--- src/rtl/ebr_pkg.sv ---
package ebr_pkg;
  typedef enum logic [1:0] {
    MODE_BYTE  = 2'b00,
    MODE_WIDEA = 2'b01,
    MODE_WIDEB = 2'b10,
    MODE_AUTO  = 2'b11
  } acc_mode_e;

  localparam logic [2:0] SLOT_ALO = 3'd0;
  localparam logic [2:0] SLOT_AHI = 3'd1;

  function automatic logic [7:0] lane_get(input logic [31:0] w, input logic [1:0] ln);
    return w[8*ln +: 8];
  endfunction

  function automatic logic [31:0] lane_put(input logic [31:0] w, input logic [1:0] ln,
                                           input logic [7:0] b);
    logic [31:0] r;
    r = w;
    r[8*ln +: 8] = b;
    return r;
  endfunction

  function automatic logic [3:0] lane_mask(input logic [1:0] ln);
    return 4'b0001 << ln;
  endfunction
endpackage

--- src/rtl/ebr_addr_regs.sv ---
module ebr_addr_regs #(
  parameter int ADDR_BITS = 15,
  localparam int HI_BITS = ADDR_BITS - 8,
  localparam int WORD_AW = ADDR_BITS - 2
) (
  input  logic               clk,
  input  logic               rst_n,
  input  logic               wr_lo,
  input  logic               wr_hi,
  input  logic [7:0]         wdata,
  input  logic               incr,
  output logic [7:0]         lo_q,
  output logic [HI_BITS-1:0] hi_q,
  output logic [WORD_AW-1:0] word_addr
);
  function automatic logic [WORD_AW-1:0] next_word(input logic [WORD_AW-1:0] a);
    return a + 1'b1;
  endfunction

  logic [WORD_AW-1:0] nxt;
  assign word_addr = {hi_q, lo_q[7:2]};
  assign nxt       = next_word(word_addr);

  always_ff @(posedge clk) begin
    if (!rst_n) begin
      lo_q <= '0;
      hi_q <= '0;
    end else if (wr_lo) begin
      lo_q <= wdata;
    end else if (wr_hi) begin
      hi_q <= wdata[HI_BITS-1:0];
    end else if (incr) begin
      lo_q <= {nxt[5:0], lo_q[1:0]};
      hi_q <= nxt[WORD_AW-1:6];
    end
  end


  incr_wrap_chk: assert property (@(posedge clk) disable iff (!rst_n)
    (incr && !wr_lo && !wr_hi && (&word_addr)) |=> (word_addr == '0));


  incr_mode_kept_chk: assert property (@(posedge clk) disable iff (!rst_n)
    (incr && !wr_lo && !wr_hi) |=> $stable(lo_q[1:0]));
endmodule

--- src/rtl/ebr_mem_seq.sv ---
module ebr_mem_seq (
  input  logic clk,
  input  logic rst_n,
  input  logic start_rd,
  input  logic start_wr,
  input  logic mem_ready,
  output logic mem_rd,
  output logic mem_wr,
  output logic busy,
  output logic done
);
  logic wait_q, rd_q, wr_q;

  assign mem_rd = rd_q;
  assign mem_wr = wr_q;
  assign busy   = wait_q;
  assign done   = wait_q & mem_ready;

  always_ff @(posedge clk) begin
    if (!rst_n) begin
      wait_q <= 1'b0;
      rd_q   <= 1'b0;
      wr_q   <= 1'b0;
    end else begin
      rd_q <= start_rd;
      wr_q <= start_wr;
      if (start_rd || start_wr) wait_q <= 1'b1;
      else if (done)            wait_q <= 1'b0;
    end
  end


  rd_pulse_chk: assert property (@(posedge clk) disable iff (!rst_n) rd_q |=> !rd_q);

  wr_pulse_chk: assert property (@(posedge clk) disable iff (!rst_n) wr_q |=> !wr_q);

  no_dual_req_chk: assert property (@(posedge clk) disable iff (!rst_n) !(rd_q && wr_q));

  start_idle_chk: assert property (@(posedge clk) disable iff (!rst_n)
    (start_rd || start_wr) |-> !wait_q);
endmodule

--- src/rtl/ebr_bridge.sv ---
module ebr_bridge #(
  parameter int ADDR_BITS = 15,
  localparam int HI_BITS = ADDR_BITS - 8,
  localparam int WORD_AW = ADDR_BITS - 2
) (
  input  logic               clk,
  input  logic               rst_n,
  input  logic               host_req,
  input  logic               host_we,
  input  logic [2:0]         host_addr,
  input  logic [7:0]         host_wdata,
  output logic               host_ack,
  output logic [7:0]         host_rdata,
  output logic [WORD_AW-1:0] mem_addr,
  output logic               mem_rd,
  output logic               mem_wr,
  output logic [3:0]         mem_be,
  output logic [31:0]        mem_wdata,
  input  logic [31:0]        mem_rdata,
  input  logic               mem_ready
);
  import ebr_pkg::*;

  logic [7:0]         lo_q;
  logic [HI_BITS-1:0] hi_q;
  logic [WORD_AW-1:0] word_addr;
  acc_mode_e          mode;
  logic               wide, is_data, req_rd, req_wr;
  logic [1:0]         lane;
  logic               ev_fetch, ev_commit, ev_cancel, ev_incr, ev_quick;
  logic               busy, done;
  logic [31:0]        hold_q;
  logic [1:0]         op_lane_q;
  logic               op_rd_q, op_incr_q, ack_q;
  logic [3:0]         be_q;
  logic [7:0]         rdata_q, quick_rdata;

  assign mode    = acc_mode_e'(lo_q[1:0]);
  assign wide    = (mode != MODE_BYTE);
  assign is_data = (host_addr >= 3'd2) && (host_addr <= 3'd5);
  assign lane    = host_addr[1:0] + 2'd2;
  assign req_rd  = host_req & ~host_we;
  assign req_wr  = host_req &  host_we;

  assign ev_fetch  = req_rd & is_data & (~wide | (lane == 2'd0));
  assign ev_commit = req_wr & is_data & (~wide | (lane == 2'd3));
  assign ev_cancel = req_wr & ((host_addr == SLOT_ALO) | (host_addr == SLOT_AHI));
  assign ev_quick  = host_req & ~ev_fetch & ~ev_commit;
  assign ev_incr   = (ev_quick & req_rd & is_data & (lane == 2'd3) & (mode == MODE_AUTO))
                   | (done & ~op_rd_q & op_incr_q);

  ebr_addr_regs #(.ADDR_BITS(ADDR_BITS)) u_regs (
    .clk      (clk),
    .rst_n    (rst_n),
    .wr_lo    (req_wr && host_addr == SLOT_ALO),
    .wr_hi    (req_wr && host_addr == SLOT_AHI),
    .wdata    (host_wdata),
    .incr     (ev_incr),
    .lo_q     (lo_q),
    .hi_q     (hi_q),
    .word_addr(word_addr)
  );

  ebr_mem_seq u_seq (
    .clk      (clk),
    .rst_n    (rst_n),
    .start_rd (ev_fetch),
    .start_wr (ev_commit),
    .mem_ready(mem_ready),
    .mem_rd   (mem_rd),
    .mem_wr   (mem_wr),
    .busy     (busy),
    .done     (done)
  );

  always_comb begin
    quick_rdata = 8'h00;
    if (host_addr == SLOT_ALO)      quick_rdata = lo_q;
    else if (host_addr == SLOT_AHI) quick_rdata = 8'(hi_q);
    else if (is_data)               quick_rdata = lane_get(hold_q, lane);
  end

  always_ff @(posedge clk) begin
    if (!rst_n) begin
      hold_q    <= '0;
      op_lane_q <= '0;
      op_rd_q   <= 1'b0;
      op_incr_q <= 1'b0;
      be_q      <= '0;
      ack_q     <= 1'b0;
      rdata_q   <= '0;
    end else begin
      ack_q <= ev_quick | done;
      if (ev_cancel)                hold_q <= '0;
      else if (req_wr && is_data)   hold_q <= lane_put(hold_q, lane, host_wdata);
      else if (done && op_rd_q)     hold_q <= mem_rdata;
      if (ev_fetch || ev_commit) begin
        op_lane_q <= lane;
        op_rd_q   <= ev_fetch;
        op_incr_q <= (mode == MODE_AUTO) && (lane == 2'd3);
        be_q      <= wide ? 4'hF : lane_mask(lane);
      end
      if (ev_quick && req_rd)   rdata_q <= quick_rdata;
      else if (done && op_rd_q) rdata_q <= lane_get(mem_rdata, op_lane_q);
    end
  end

  assign host_ack   = ack_q;
  assign host_rdata = rdata_q;
  assign mem_addr   = word_addr;
  assign mem_be     = be_q;
  assign mem_wdata  = hold_q;


  commit_be_chk: assert property (@(posedge clk) disable iff (!rst_n)
    mem_wr |-> (wide ? (mem_be == 4'hF) : ($countones(mem_be) == 1)));

  addr_hold_chk: assert property (@(posedge clk) disable iff (!rst_n)
    (busy && !done) |=> $stable(mem_addr));

  no_fetch_upper_chk: assert property (@(posedge clk) disable iff (!rst_n)
    (req_rd && is_data && wide && lane != 2'd0) |=> !mem_rd);

  quick_ack_chk: assert property (@(posedge clk) disable iff (!rst_n)
    ev_quick |=> host_ack);

  ack_after_ready_chk: assert property (@(posedge clk) disable iff (!rst_n)
    done |=> host_ack);
endmodule

--- config.mk ---
export PLATFORM = sky130hd
export DESIGN_NAME = ebr_bridge
export DESIGN_NICKNAME = d
export VERILOG_FILES = /design/src/rtl/ebr_pkg.sv /design/src/rtl/ebr_addr_regs.sv /design/src/rtl/ebr_mem_seq.sv /design/src/rtl/ebr_bridge.sv
export SDC_FILE = /design/constraint.sdc
export NUM_CORES = 1
export LEC_CHECK = 0
export BUFFER_PORTS_ARGS = -buffer_cell sky130_fd_sc_hd__buf_4
export CORE_UTILIZATION = 45
export CTS_CLUSTER_SIZE = 30
export DETAILED_ROUTE_END_ITERATION = 10
export GPL_TIMING_DRIVEN = 0
export PLACE_DENSITY = 0.69
export RECOVER_POWER = 100
export SYNTH_ARGS = -nofsm -noshare
export SYNTH_HDL_FRONTEND = slang
export SYNTH_SLANG_ARGS = --single-unit
--- constraint.sdc ---
create_clock -name clk -period 5.9 [get_ports clk]
set_clock_uncertainty 0.1 [all_clocks]
set_input_delay 0 -clock clk [delete_from_list [all_inputs] [get_ports clk]]
set_output_delay 0 -clock clk [all_outputs]
set_load 0.05 [all_outputs]
# ---- After elaboration in Yosys (flattened, before gate mapping)
# Cells that the tools add are included.
dict set report totals {
  out_inout_bits 60
  input_bits 48
  ff_bits 67
}
dict set report op_classes {
  n_addsub 3
  n_mux 16
  n_reduce_logical 19
  magnitude_cmp 2
  eq_ne 4
  bitwise 28
  shift 5
}
# op count
set op_table {}
lappend op_table {{$mux W32} 2}
lappend op_table {{$mux W8} 8}
lappend op_table {{$shiftx A32 B6 Y8} 2}
lappend op_table {{$neg A5 Y34} 1}
lappend op_table {{$shift A8 B34 Y32 const A} 1}
lappend op_table {{$shiftx A8 B34 Y32} 1}
lappend op_table {{$bwmux W32} 1}
lappend op_table {{$and A1 B1 Y1} 16}
lappend op_table {{$mux W7} 2}
lappend op_table {{$add A13 B1 Y13 const B} 1}
lappend op_table {{$reduce_bool A2 Y1} 6}
lappend op_table {{$logic_and A1 B1 Y1} 7}
lappend op_table {{$not A1 Y1} 7}
lappend op_table {{$or A1 B1 Y1} 5}
lappend op_table {{$eq A2 B2 Y1 const B} 2}
lappend op_table {{$mux W4} 1}
lappend op_table {{$reduce_and A2 Y1} 2}
lappend op_table {{$shl A1 B2 Y4 const A} 1}
lappend op_table {{$eq A3 B1 Y1 const B} 1}
lappend op_table {{$ge A3 B2 Y1 const B} 1}
lappend op_table {{$le A3 B3 Y1 const B} 1}
lappend op_table {{$logic_not A3 Y1} 1}
lappend op_table {{$add A2 B2 Y2 const B} 1}
lappend op_table {{$logic_not A2 Y1} 1}
lappend op_table {{other kinds (4)} 5}

# ---- Longest topological paths before layout
# Gate-level depths: netlist of run 1.
dict set report logic_depth {
  word_depth 15
  mapped_depth 11
}

# ---- Cells and area by module
# From an unflattened synthesis of run 1, not the netlist that was laid out.
dict set report hier_totals {
  cells_unflattened 456
  hier_area_um2 4350.4
}
# module area_each_um2 n_inst seq_area_each_um2 cells_each
set modules_own_cells {}
lappend modules_own_cells {ebr_bridge 3294.4 1 980.9 336}
lappend modules_own_cells {ebr_addr_regs 960.9 1 300.3 112}
lappend modules_own_cells {ebr_mem_seq 95.1 1 60.1 8}

# ---- Worst setup path before layout of run 1
# Ideal clock, no wire load.
dict set report synth_path {
  path_kind {input to register}
  from {in host_addr[0]}
  to {reg u_regs.hi_q[1]}
  cell_stages 10
  setup_slack_ns 3.841
  arrival_ns 1.828
  setup_time_ns 0.131
  path_cell_list {buf_4 inv_1 ha_1 buf_2 or3b_1 o41ai_2 o21ai_1 buf_2 o211ai_1 o31ai_1}
}
dict set report synth_via {
  elab_chain_cells 14
}
# item line_no
set synth_lines {}
lappend synth_lines {{start, declared} ebr_bridge.sv:10} ;# input logic [2:0] host_addr,
lappend synth_lines {{$add A2 B2 Y2, or another cell as far along} ebr_bridge.sv:41} ;# assign lane = host_addr[1:0] + 2'd2;
lappend synth_lines {{$logic_not A2 Y1 or $logic_and A1 B1 Y1 (tied branches)} {ebr_bridge.sv:45, ebr_bridge.sv:40}}
lappend synth_lines {{$or A1 B1 Y1 or $and A1 B1 Y1 (tied branches)} ebr_bridge.sv:45} ;# assign ev_fetch = req_rd & is_data & (~wide | (lane == 2'd0));
lappend synth_lines {{$and A1 B1 Y1} ebr_bridge.sv:45}
lappend synth_lines {{$not A1 Y1} ebr_bridge.sv:48} ;# assign ev_quick = host_req & ~ev_fetch & ~ev_commit;
lappend synth_lines {{$and A1 B1 Y1 (2 in a row)} ebr_bridge.sv:48}
lappend synth_lines {{$and A1 B1 Y1 (4 in a row)} ebr_bridge.sv:49} ;# assign ev_incr = (ev_quick & req_rd & is_data & (lane == 2'd3) & (mode == MODE_AUTO))
lappend synth_lines {{$or A1 B1 Y1} ebr_bridge.sv:50} ;# | (done & ~op_rd_q & op_incr_q);
lappend synth_lines {{$reduce_bool A2 Y1 (no line)} n/a}
lappend synth_lines {{$reduce_and A2 Y1 (no line)} n/a}
lappend synth_lines {{end signal, assigned} ebr_addr_regs.sv:31} ;# hi_q <= wdata[HI_BITS-1:0];
lappend synth_lines {{end signal, assigned} ebr_addr_regs.sv:34} ;# hi_q <= nxt[WORD_AW-1:6];
lappend synth_lines {{end, declared} ebr_addr_regs.sv:13} ;# output logic [HI_BITS-1:0] hi_q,
# Several ways; a longest one is shown, not always the timed one.
# A chain may end at the register's enable or synchronous reset.

# ---- Final worst setup path of run 1
dict set report layout_path {
  from {in host_addr[1]}
  to {reg hold_q[8], in the netlist mem_wdata[8]}
}
dict set report layout_via {
  elab_chain_cells 5
}
# item line_no
set layout_lines {}
lappend layout_lines {{$add A2 B2 Y2 (*)} ebr_bridge.sv:41}
lappend layout_lines {{via lane[1]} ebr_bridge.sv:29} ;# logic [1:0] lane;
lappend layout_lines {{$neg A5 Y34 (*)} ebr_pkg.sv:20} ;# r[8*ln +: 8] = b;
lappend layout_lines {{$shiftx A8 B34 Y32 or $shift A8 B34 Y32 (tied branches)} ebr_pkg.sv:20}
lappend layout_lines {{$bwmux W32 (*)} ebr_pkg.sv:20}
lappend layout_lines {{$mux W32 (*)} ebr_bridge.sv:95} ;# else if (req_wr && is_data) hold_q <= lane_put(hold_q, lane, host_wdata);
lappend layout_lines {{end signal, assigned} ebr_bridge.sv:95}
lappend layout_lines {{end signal, assigned} ebr_bridge.sv:96} ;# else if (done && op_rd_q) hold_q <= mem_rdata;
lappend layout_lines {{end, declared} ebr_bridge.sv:32} ;# logic [31:0] hold_q;
# Mark *: on every way through the listed nets, which the timed path passes. The rest lies on a longest branch.

==> metrics, run 1 <==
DP HPWL=10430 um; P per Cell Area=212.6 nW/um^2; Synth cell types=50; initial antenna violation count=0; DRC violations left=0; Avg Cell Area, Syn=8.742 um^2; Row Count=34; Relative slew margins=15.57%; DR iter-0 viols=273; outcome=completed; Hold Path Origin=mem_rdata[20]; r2r setup slk=3.01 ns; Post-DP Area=4999 um^2; Post-synth ARST share=0%; actual slew at the worst max-slew pin=1.257 ns; Die H=97.25 um; Clock Sinks=67; port bufs=104; RSZ-0062 raised after global routing=no; most common flop cell mapped by yosys=dfxtp_1; CTS root buf=clkbuf_8; Reg2Reg Launch Point=u_regs.lo_q[1]$_SDFFE_PN0P_; combinational fraction of design power=22.7%; Layout Nets=649; worst r2r path cells=7; leak pwr=1.776 nW; Switching Share=32.74%; Flop pwr share=45.2%; post-synthesis net count=522; routability cong.=0.9859; core area=8763 um^2; final setup margin=1.752 ns; Tcrit/Tclk final=70.30%; Setup Crit Path Kind=input pin to flip-flop; layout cells sized above 1=16.56%; area grow syn2layout=22.13%; post-route minimum period=4.148 ns; post-place setup slack=3.159 ns; startpoint types=input pin; EDFF count, synth=0; DRT Wirelength=14320 um; TritonCTS clock tree=yes; H-Tree Depth=3; Critical Path Fanout Max=10; MaxCap Viol Count=0; Slew Limit Fails=0; I/O pin cnt=108; gr ovfl total=0; Peak supply drop=96.38 uV; Mapped Cells=467; clock power share=32.1%; die area=9458 um^2; Max Clk Rate=241.1 MHz; FF-to-FF End=u_regs.hi_q[2]$_SDFFE_PN0P_; Cell Int Power=0.0007130 W; vias in the first global route=4082; Seq/Total Area, Yosys=32.85%; Ant. Diodes=0; Wirelength per Cell=20.29 um; Hold EP=mem_wdata[20]$_SDFFE_PP0P_; antenna-violating nets left=0; Syn Std Cell Area=4083 um^2; vias=4305; worst hold path type=input pin to flip-flop; synthesis warning total=0; Net Switching=0.0003470 W; Initial Utilization=46.59%; largest net degree at the start of global routing=11; Final Hold Viols=0; final setup fails=0; Req. time, crit path=6.06 ns; clock-pin slew on the worst setup and hold paths=0.07 ns; setup TNS=0 ns; Pre-antenna DRT Iters=5; critical path endpoint category=flip-flop; Final Cell Area=4986 um^2; first-pass GRT wire length=22210 um; Die Wd=97.25 um; Tot GR Track Use=30.08%; clk buf depth=2; fill count=861; Yosys reg bits=67; CP arrival=4.31 ns; worst-skew pair later-pin latency=0.35 ns; hold path depth=4; CTS Buf Count=9; Vias/cell=6.098
routing by layer:
| layer | share of wire (%) | vias to the layer above | wire length (um) | GRT usage [%] |
|---|---|---|---|---|
| met3 | 8.4 | 45 | 1209 | 4.101 |
| met1 | 42 | 2007 | 6001 | 40.81 |
| met5 | 0 | - | 0 | 0 |
| li1 | - | 1992 | - | - |
| met4 | 3.1 | 0 | 450 | 12.90 |
| met2 | 47 | 261 | 6662 | 48.05 |
kinds of logic (layout without fill, tap and decap cells):
group | count (synthesis) | after routing | synth area share [%]
AND/OR/NAND/NOR | 171 | 171 | 21.39
AO/OA/AOI/OAI | 141 | 141 | 24.12
flip-flops | 67 | 67 | 32.85
buffers and inverters | 51 | 182 | 7.171
multiplexers | 25 | 25 | 11.25
adder cells (fa/ha/maj) | 7 | 7 | 2.145
XOR/XNOR | 5 | 5 | 1.073
metrics by stage:
| stage | instances | utilization, % | hold slack [ns] | total power (W) |
|---|---|---|---|---|
| finish | 706 | 56.90 | 0.02975 | 0.001060 |
| global placement | 679 | 57.04 | 0.1941 | 0.0007319 |
| global route | 706 | 56.90 | 0.05929 | 0.001096 |
| floorplan | 467 | - | 0.04347 | 0.0006454 |
| detailed placement | 679 | 57.04 | 0.2014 | 0.0007367 |
| CTS | 706 | 60.24 | 0.02499 | 0.001075 |
power groups by stage:
stage	combinational, W	clock (W)	sequential [W]
after floorplan	0.000117	0	0.000528
after global placement	0.000243	0	0.000489
after detailed placement	0.000248	0	0.000489
after CTS	0.000254	0.000343	0.000479
after global routing	0.000255	0.000361	0.000480
final	0.000241	0.000340	0.000479
synth_stat cells (8+ instances only):
cell type / instances / area share, %
clkbuf_1: 18 / 1.7
dfxtp_1: 67 / 33
nor2_1: 57 / 5.2
a21oi_1: 28 / 3.4
nor2b_1: 36 / 5.5
o21ai_0: 8 / 0.98
nand3_1: 9 / 1.1
nor3_1: 17 / 2.1
buf_6: 8 / 2.2
mux4_2: 16 / 8.8
nand2_1: 26 / 2.4
and3_1: 8 / 1.2
a31oi_1: 33 / 5.1
buf_2: 12 / 1.5
a211oi_1: 39 / 7.2
flip-flops by register name, indices dropped and copies added, names as in the netlist:
register	flops
mem_be	4
op_incr_q	1
host_ack	1
op_rd_q	1
u_seq.busy	1
u_regs.hi_q	7
mem_wdata	32
u_seq.mem_wr	1
u_regs.lo_q	8
u_seq.mem_rd	1
op_lane_q	2
host_rdata	8
timing repair:
item | CTS | global route
endpoints found under the hold margin | 44 | 0
resized for setup | 0 | 0
setup buffers | 0 | 0
hold buffers | 12 | 0
how the worst max path moves through the flow:
stage                       startpoint                     endpoint  cells past startpoint
after detailed placement  host_addr[1]    mem_wdata[5]$_SDFFE_PP0P_                     10
after floorplan           host_addr[0]  u_regs.hi_q[1]$_SDFFE_PN0P_                     10
after CTS                 host_addr[0]  u_regs.hi_q[2]$_SDFFE_PN0P_                     11
final                     host_addr[1]    mem_wdata[8]$_SDFFE_PP0P_                     11
after global routing      host_addr[1]   mem_wdata[28]$_SDFFE_PP0P_                     11
after global placement    host_addr[1]   mem_wdata[30]$_SDFFE_PP0P_                     10
cell usage in the layout, fill, tap and decap left out, drive strengths merged, types with 7 or more instances in the layout:
| cell type | synthesis | routed |
|---|---|---|
| and3 | 8 | 8 |
| mux4 | 16 | 16 |
| nand3 | 9 | 9 |
| nor2 | 58 | 58 |
| ha | 7 | 7 |
| a21oi | 28 | 28 |
| buf | 28 | 60 |
| nand2 | 26 | 26 |
| o21a | 7 | 7 |
| a221oi | 7 | 7 |
| dfxtp | 67 | 67 |
| nor3 | 18 | 18 |
| dlygate4sd3 | 0 | 12 |
| a31oi | 33 | 33 |
| o21ai | 9 | 9 |
| nor2b | 36 | 36 |
| clkbuf | 18 | 102 |
| a211oi | 40 | 40 |
worst max-delay path: stages:
cell and delay [ns]:
clkbuf_1 0.18, clkbuf_1 0.40, inv_1 0.23, ha_1 0.31, o21ba_1 0.23, a211oi_1 0.83
clkbuf_1 0.51, clkbuf_1 0.53, clkbuf_1 0.59, a31oi_1 0.23, a211oi_1 0.26
area by class of cell:
| type | count | area, um^2 | share of cell area (%) |
|---|---|---|---|
| Clock buffer | 12 | 145.1 | 2.911 |
| Multi-Input combinational cell | 349 | 2430 | 48.73 |
| Tap cell | 108 | 135.1 | 2.710 |
| Inverter | 5 | 18.77 | 0.3764 |
| Clock inverter | 3 | 15.01 | 0.3011 |
| Buffer | 46 | 229.0 | 4.592 |
| Sequential cell | 67 | 1341 | 26.90 |
| Timing Repair Buffer | 116 | 671.9 | 13.48 |
Note: power is estimated with default switching activity, not from simulation.
==> run 2, diff against run 1 <==
--- a/config.mk
+++ b/config.mk
@@ -10,7 +10,7 @@
 export CTS_CLUSTER_SIZE = 30
 export DETAILED_ROUTE_END_ITERATION = 10
 export GPL_TIMING_DRIVEN = 0
-export PLACE_DENSITY = 0.69
+export PLACE_DENSITY = 0.72
 export RECOVER_POWER = 100
 export SYNTH_ARGS = -nofsm -noshare
 export SYNTH_HDL_FRONTEND = slang
==> constraint.sdc (replaced) <==
create_clock -name clk -period 3.4 [get_ports clk]
set_clock_uncertainty 0.1 [all_clocks]
set_input_delay 0 -clock clk [delete_from_list [all_inputs] [get_ports clk]]
set_output_delay 0 -clock clk [all_outputs]
set_load 0.05 [all_outputs]
==> run 2 against run 1 <==
  * Sequential power is 73% higher
  * First-iteration DRC count is 15% lower
  * Clock power rose by 99%
  * Register-to-register slack worse by 2.0 ns
  * Via count up 0.56%
  * Combinational power increased by 74%
  * Hold slack better by 0.0079 ns
  * Sequential share of layout area down 0.34 points
  * Non-clock buffer count fell by 1
  * Core utilization rose by 0.73 points
  * Global-route usage down 1.2 points
  * Routed wire length is 3.7% lower
  * Critical endpoint is now mem_wdata[25]$_SDFFE_PP0P_
==> metrics, run 2 (synthesis gave the netlist of run 1 again) <==
Buf+Inv Stages, Crit Path=4; DRC violations left=0; Wirelength per Cell=19.54 um; first-pass GRT wire length=21220 um; initial antenna violation count=0; r2r setup slk=0.98 ns; CP peak stage delay=0.82 ns; delay-heaviest family, CP=compound AO/OA/AOI/OAI gates; Req. time, crit path=3.55 ns; final setup margin=0.6399 ns; gr ovfl total=0; DR iter-0 viols=231; most common cell after layout, fill and taps aside=clkbuf_1; Resize count post-CTS=0; Critical Path Fanout Max=10; CTS root buf=clkbuf_8; Setup Buffers After CTS=0; setup TNS=0 ns; Pre-antenna DRT Iters=7; leak pwr=1.805 nW; CTS Buf Count=9; I/O pin cnt=108; Core Util, Final=57.62%; clock-pin slew on the worst setup and hold paths=0.08 ns; commonest cells after routing, fill and taps aside=clkbuf_1, dfxtp_1, nor2_1, buf_4, a211oi_1; Tcrit/Tclk final=81.18%; Ant. Diodes=0; Peak supply drop=200.2 uV; worst hold path type=input pin to flip-flop; crit path from=host_addr[1]; MaxCap Viol Count=0; DP HPWL=10260 um; Reg2Reg Launch Point=u_regs.lo_q[0]$_SDFFE_PN0P_; Layout Nets=648; H-Tree Depth=3; startpoint types=input pin; P per Cell Area=381.1 nW/um^2; clk buf depth=2; TritonCTS clock tree=yes; Setup Crit Path Kind=input pin to flip-flop; Die Wd=97.25 um; final setup fails=0; post-route minimum period=2.760 ns; DRT Wirelength=13790 um; area grow syn2layout=23.69%; # hold bufs at CTS=11; Layout Cells excl Fill=706; Slew Limit Fails=0; most frequent CP cell=a211oi_1; Crit-path slowest cell=a211oi_1; RSZ-0062 raised after global routing=no; Vias/cell=6.132; placed cells=679; Final Hold Viols=0; port bufs=104; FF-to-FF End=u_regs.hi_q[1]$_SDFFE_PN0P_; vias in the first global route=3948; worst r2r path cells=7; die area=9458 um^2; post-place setup slack=0.6850 ns; Max Clk Rate=362.3 MHz; Final Power=0.001924 W; CP cell instances=buf_4 > buf_2 > inv_1 > ha_1 > o21ba_1 > a211oi_1 > mux2_1 > buf_6 > nor2_1 > a211oi_1; largest net degree at the start of global routing=12; worst-skew pair later-pin latency=0.35 ns; critical path endpoint category=flip-flop; Relative slew margins=16.06%; core area=8763 um^2; layout cells sized above 1=17.56%; actual slew at the worst max-slew pin=1.249 ns; Row Count=34; hold path depth=4; Initial Utilization=46.59%; Die H=97.25 um; outcome=completed; max reg flops=32; Tot GR Track Use=28.93%; routability cong.=0.9484; Hold EP=mem_wdata[24]$_SDFFE_PP0P_; antenna-violating nets left=0; Hold Path Origin=mem_rdata[24]; Clock Sinks=67; vias=4329; CP arrival=2.91 ns
run 2: per-stage QoR:
stage | cell area [um^2] | hold slack [ns]
2_1_floorplan | 4083 | 0.04347
3_3_place_gp | 4999 | 0.1909
3_5_place_dp | 4999 | 0.1962
4_1_cts | 5304 | 0.03222
5_1_grt | 5050 | 0.04521
6_report | 5050 | 0.03764
run 2: report_power, final:
group / internal (W) / total (W) / leakage [nW] / switching, W
Clock: 0.000358 / 0.000675 / 0.0926 / 0.000317
Combinational: 0.000153 / 0.000419 / 1.17 / 0.000266
Sequential: 0.000811 / 0.000830 / 0.544 / 0.0000195
Total: 0.00132 / 0.00192 / 1.80 / 0.000602
run 2: worst max path at each step:
stage                                   to  slack (ns)  cells after the start
4_1_cts          mem_wdata[1]$_SDFFE_PP0P_        1.04                     10
6_report        mem_wdata[25]$_SDFFE_PP0P_        0.64                     10
2_1_floorplan  u_regs.hi_q[1]$_SDFFE_PN0P_        1.34                     10
3_5_place_dp     mem_wdata[2]$_SDFFE_PP0P_        0.69                     10
5_1_grt         mem_wdata[18]$_SDFFE_PP0P_        0.42                     11
3_3_place_gp     mem_wdata[0]$_SDFFE_PP0P_        0.73                     10
run 2: area by class of cell:
type / count / area [um^2]
buffer: 46 / 267.8
clock buffer: 12 / 145.1
clock inverter: 4 / 50.05
fill: 876 / 3714
inverter: 5 / 18.77
multi-input combinational: 349 / 2430
sequential: 67 / 1341
tap: 108 / 135.1
timing repair buffer: 115 / 661.9
run 2: worst reg2reg max path, delay by kind of cell, from the launching register on:
| kind | cells | cell delay, ns |
|---|---|---|
| flops | 1 | 0.31 |
| buf+inv | 2 | 0.67 |
| compound gates | 4 | 1.06 |
| simple gates | 1 | 0.16 |
run 2: routing by layer:
layer  share of wire [%]  up-vias  wire length, um  track usage (%)
met3                  10       44             1436            6.115
li1                    -     1996                -                -
met4                 3.6        0              496            11.09
met2                  45      275             6264            46.15
met5                   0        -                0                0
met1                  41     2014             5595            38.47
==> run 3, diff against run 2 <==
==> constraint.sdc (replaced) <==
create_clock -name clk -period 2.5 [get_ports clk]
set_clock_uncertainty 0.1 [all_clocks]
set_input_delay 0 -clock clk [delete_from_list [all_inputs] [get_ports clk]]
set_output_delay 0 -clock clk [all_outputs]
set_load 0.05 [all_outputs]
==> run 3 against run 2 <==
  * Global-route usage is the same
  * Register-to-register slack worse by 0.80 ns
  * Core utilization increased by 0.73 points
  * Die area did not move
  * Sequential share of layout area decreased by 0.33 points
  * Total power is 37% higher
  * First-iteration DRC count shrank 4.3%
  * Sequential cell count is the same
  * Clock power increased by 36%
==> metrics, run 3 (synthesis gave the netlist of run 1 again) <==
antenna-violating nets left=0; Clock Sinks=67; Peak supply drop=271.5 uV; TritonCTS clock tree=yes; Final Hold Viols=0; CP arrival=2.51 ns; Layout Nets=651; sequential standard cell area=1341 um^2; Initial Utilization=46.59%; Hold Path Origin=mem_rdata[22]; Tot GR Track Use=28.93%; vias=4323; layout cells sized above 1=19.63%; leak pwr=1.846 nW; Post-DP Area=4999 um^2; Wirelength per Cell=19.58 um; post-route minimum period=2.384 ns; DRC violations left=0; Reg2Reg Launch Point=u_regs.lo_q[0]$_SDFFE_PN0P_; vias in the first global route=3948; Req. time, crit path=2.63 ns; critical path endpoint category=flip-flop; largest net degree at the start of global routing=12; Multi-input gate area=2460 um^2; Layout Cells excl Fill=709; Max Clk Rate=419.4 MHz; Tcrit/Tclk final=95.37%; WHS=0.04183 ns; port bufs=104; routability cong.=0.9484; area grow syn2layout=25.25%; placed cells=679; Die H=97.25 um; worst-skew pair later-pin latency=0.35 ns; CTS root buf=clkbuf_8; core area=8763 um^2; actual slew at the worst max-slew pin=1.235 ns; initial antenna violation count=0; Setup Crit Path Kind=input pin to flip-flop; Ant. Diodes=0; final setup fails=0; die area=9458 um^2; Relative slew margins=17.01%; hold path depth=4; P per Cell Area=514.6 nW/um^2; worst r2r path cells=7; Pre-antenna DRT Iters=4; max reg flops=32; Hold EP=mem_wdata[22]$_SDFFE_PP0P_; clock-pin slew on the worst setup and hold paths=0.07 ns; startpoint types=input pin; H-Tree Depth=3; r2r setup slk=0.18 ns; first-pass GRT wire length=21220 um; Slew Limit Fails=0; most common cell after layout, fill and taps aside=clkbuf_1; commonest cells after routing, fill and taps aside=clkbuf_1, dfxtp_1, nor2_1, buf_4, a211oi_1; fill count=869; worst hold path type=input pin to flip-flop; Final Cell Area=5114 um^2; DP HPWL=10260 um; clk buf depth=2; Critical Path Fanout Max=10; DRT Wirelength=13890 um; DR iter-0 viols=221; Die Wd=97.25 um; FF-to-FF End=host_ack$_SDFF_PN0_; Vias/cell=6.097; I/O pin cnt=108; gr ovfl total=0; MaxCap Viol Count=0; outcome=completed; Row Count=34; CTS Buf Count=9
-- run 3: cell types whose count changed in the layout (fill, tap and decap cells not counted), sizes merged --
| cell | before | now |
|---|---|---|
| buf | 66 | 69 |
-- run 3: per-stage QoR --
stage / TNS, ns / setup WS (ns) / power, W / utilization [%]
final: 0 / 0.1158 / 0.002631 / 58.35
after global placement: -4.951 / -0.1685 / 0.001724 / 57.04
after CTS: 0 / 0.1394 / 0.002644 / 60.52
after floorplan: 0 / 0.4412 / 0.001523 / -
after detailed placement: -6.742 / -0.2150 / 0.001732 / 57.04
after global routing: -0.02219 / -0.02219 / 0.002736 / 58.35
-- run 3: final cells by class --
type | count | area share (%)
buffer | 46 | 5.432
clock buffer | 12 | 2.838
clock inverter | 4 | 0.9787
inverter | 5 | 0.3670
multi-input combinational | 349 | 48.10
sequential | 67 | 26.23
tap | 108 | 2.643
timing repair buffer | 118 | 13.41
-- run 3: where the power goes --
| group | total, W | internal [W] | switching, W |
|---|---|---|---|
| logic | 0.000582 | 0.000216 | 0.000366 |
| registers | 0.00113 | 0.00110 | 0.0000265 |
| clock network | 0.000921 | 0.000488 | 0.000433 |
-- run 3: critical path, cell delays in order --
cell           delay, ns
clkbuf_2            0.16
clkbuf_4            0.27
inv_1               0.14
ha_2                0.26
o21ba_4             0.20
a21oi_1             0.18
and3_1              0.18
clkbuf_1            0.29
nand2b_1            0.15
a21oi_1             0.07
dlygate4sd3_1       0.60
-- run 3: worst max path at each step --
stage / start / endpoint / slack [ns] / depth (start not counted)
finish: host_addr[1] / host_ack$_SDFF_PN0_ / 0.12 / 11
global route: host_addr[0] / host_ack$_SDFF_PN0_ / -0.02 / 12
CTS: host_addr[1] / mem_wdata[1]$_SDFFE_PP0P_ / 0.14 / 10
detailed placement: host_addr[1] / mem_wdata[2]$_SDFFE_PP0P_ / -0.21 / 10
global placement: host_addr[1] / mem_wdata[0]$_SDFFE_PP0P_ / -0.17 / 10
floorplan: host_addr[0] / u_regs.hi_q[1]$_SDFFE_PN0P_ / 0.44 / 10
-- run 3: routing by layer --
| layer | GRT usage (%) | part of all wire (%) | vias to the layer above | routed length (um) |
|---|---|---|---|---|
| li1 | - | - | 2006 | - |
| met2 | 46.15 | 46 | 267 | 6387 |
| met3 | 6.115 | 10 | 33 | 1437 |
| met4 | 11.09 | 3.0 | 0 | 415 |
| met1 | 38.47 | 41 | 2017 | 5644 |
| met5 | 0 | 0 | - | 0 |
-- run 3: timing repair --
item,4_1_cts,5_1_grt
hold endpoints to repair,48,0
resized for setup,0,9
hold buffers,11,0
endpoints found under the setup margin,0,39
setup buffers,0,3
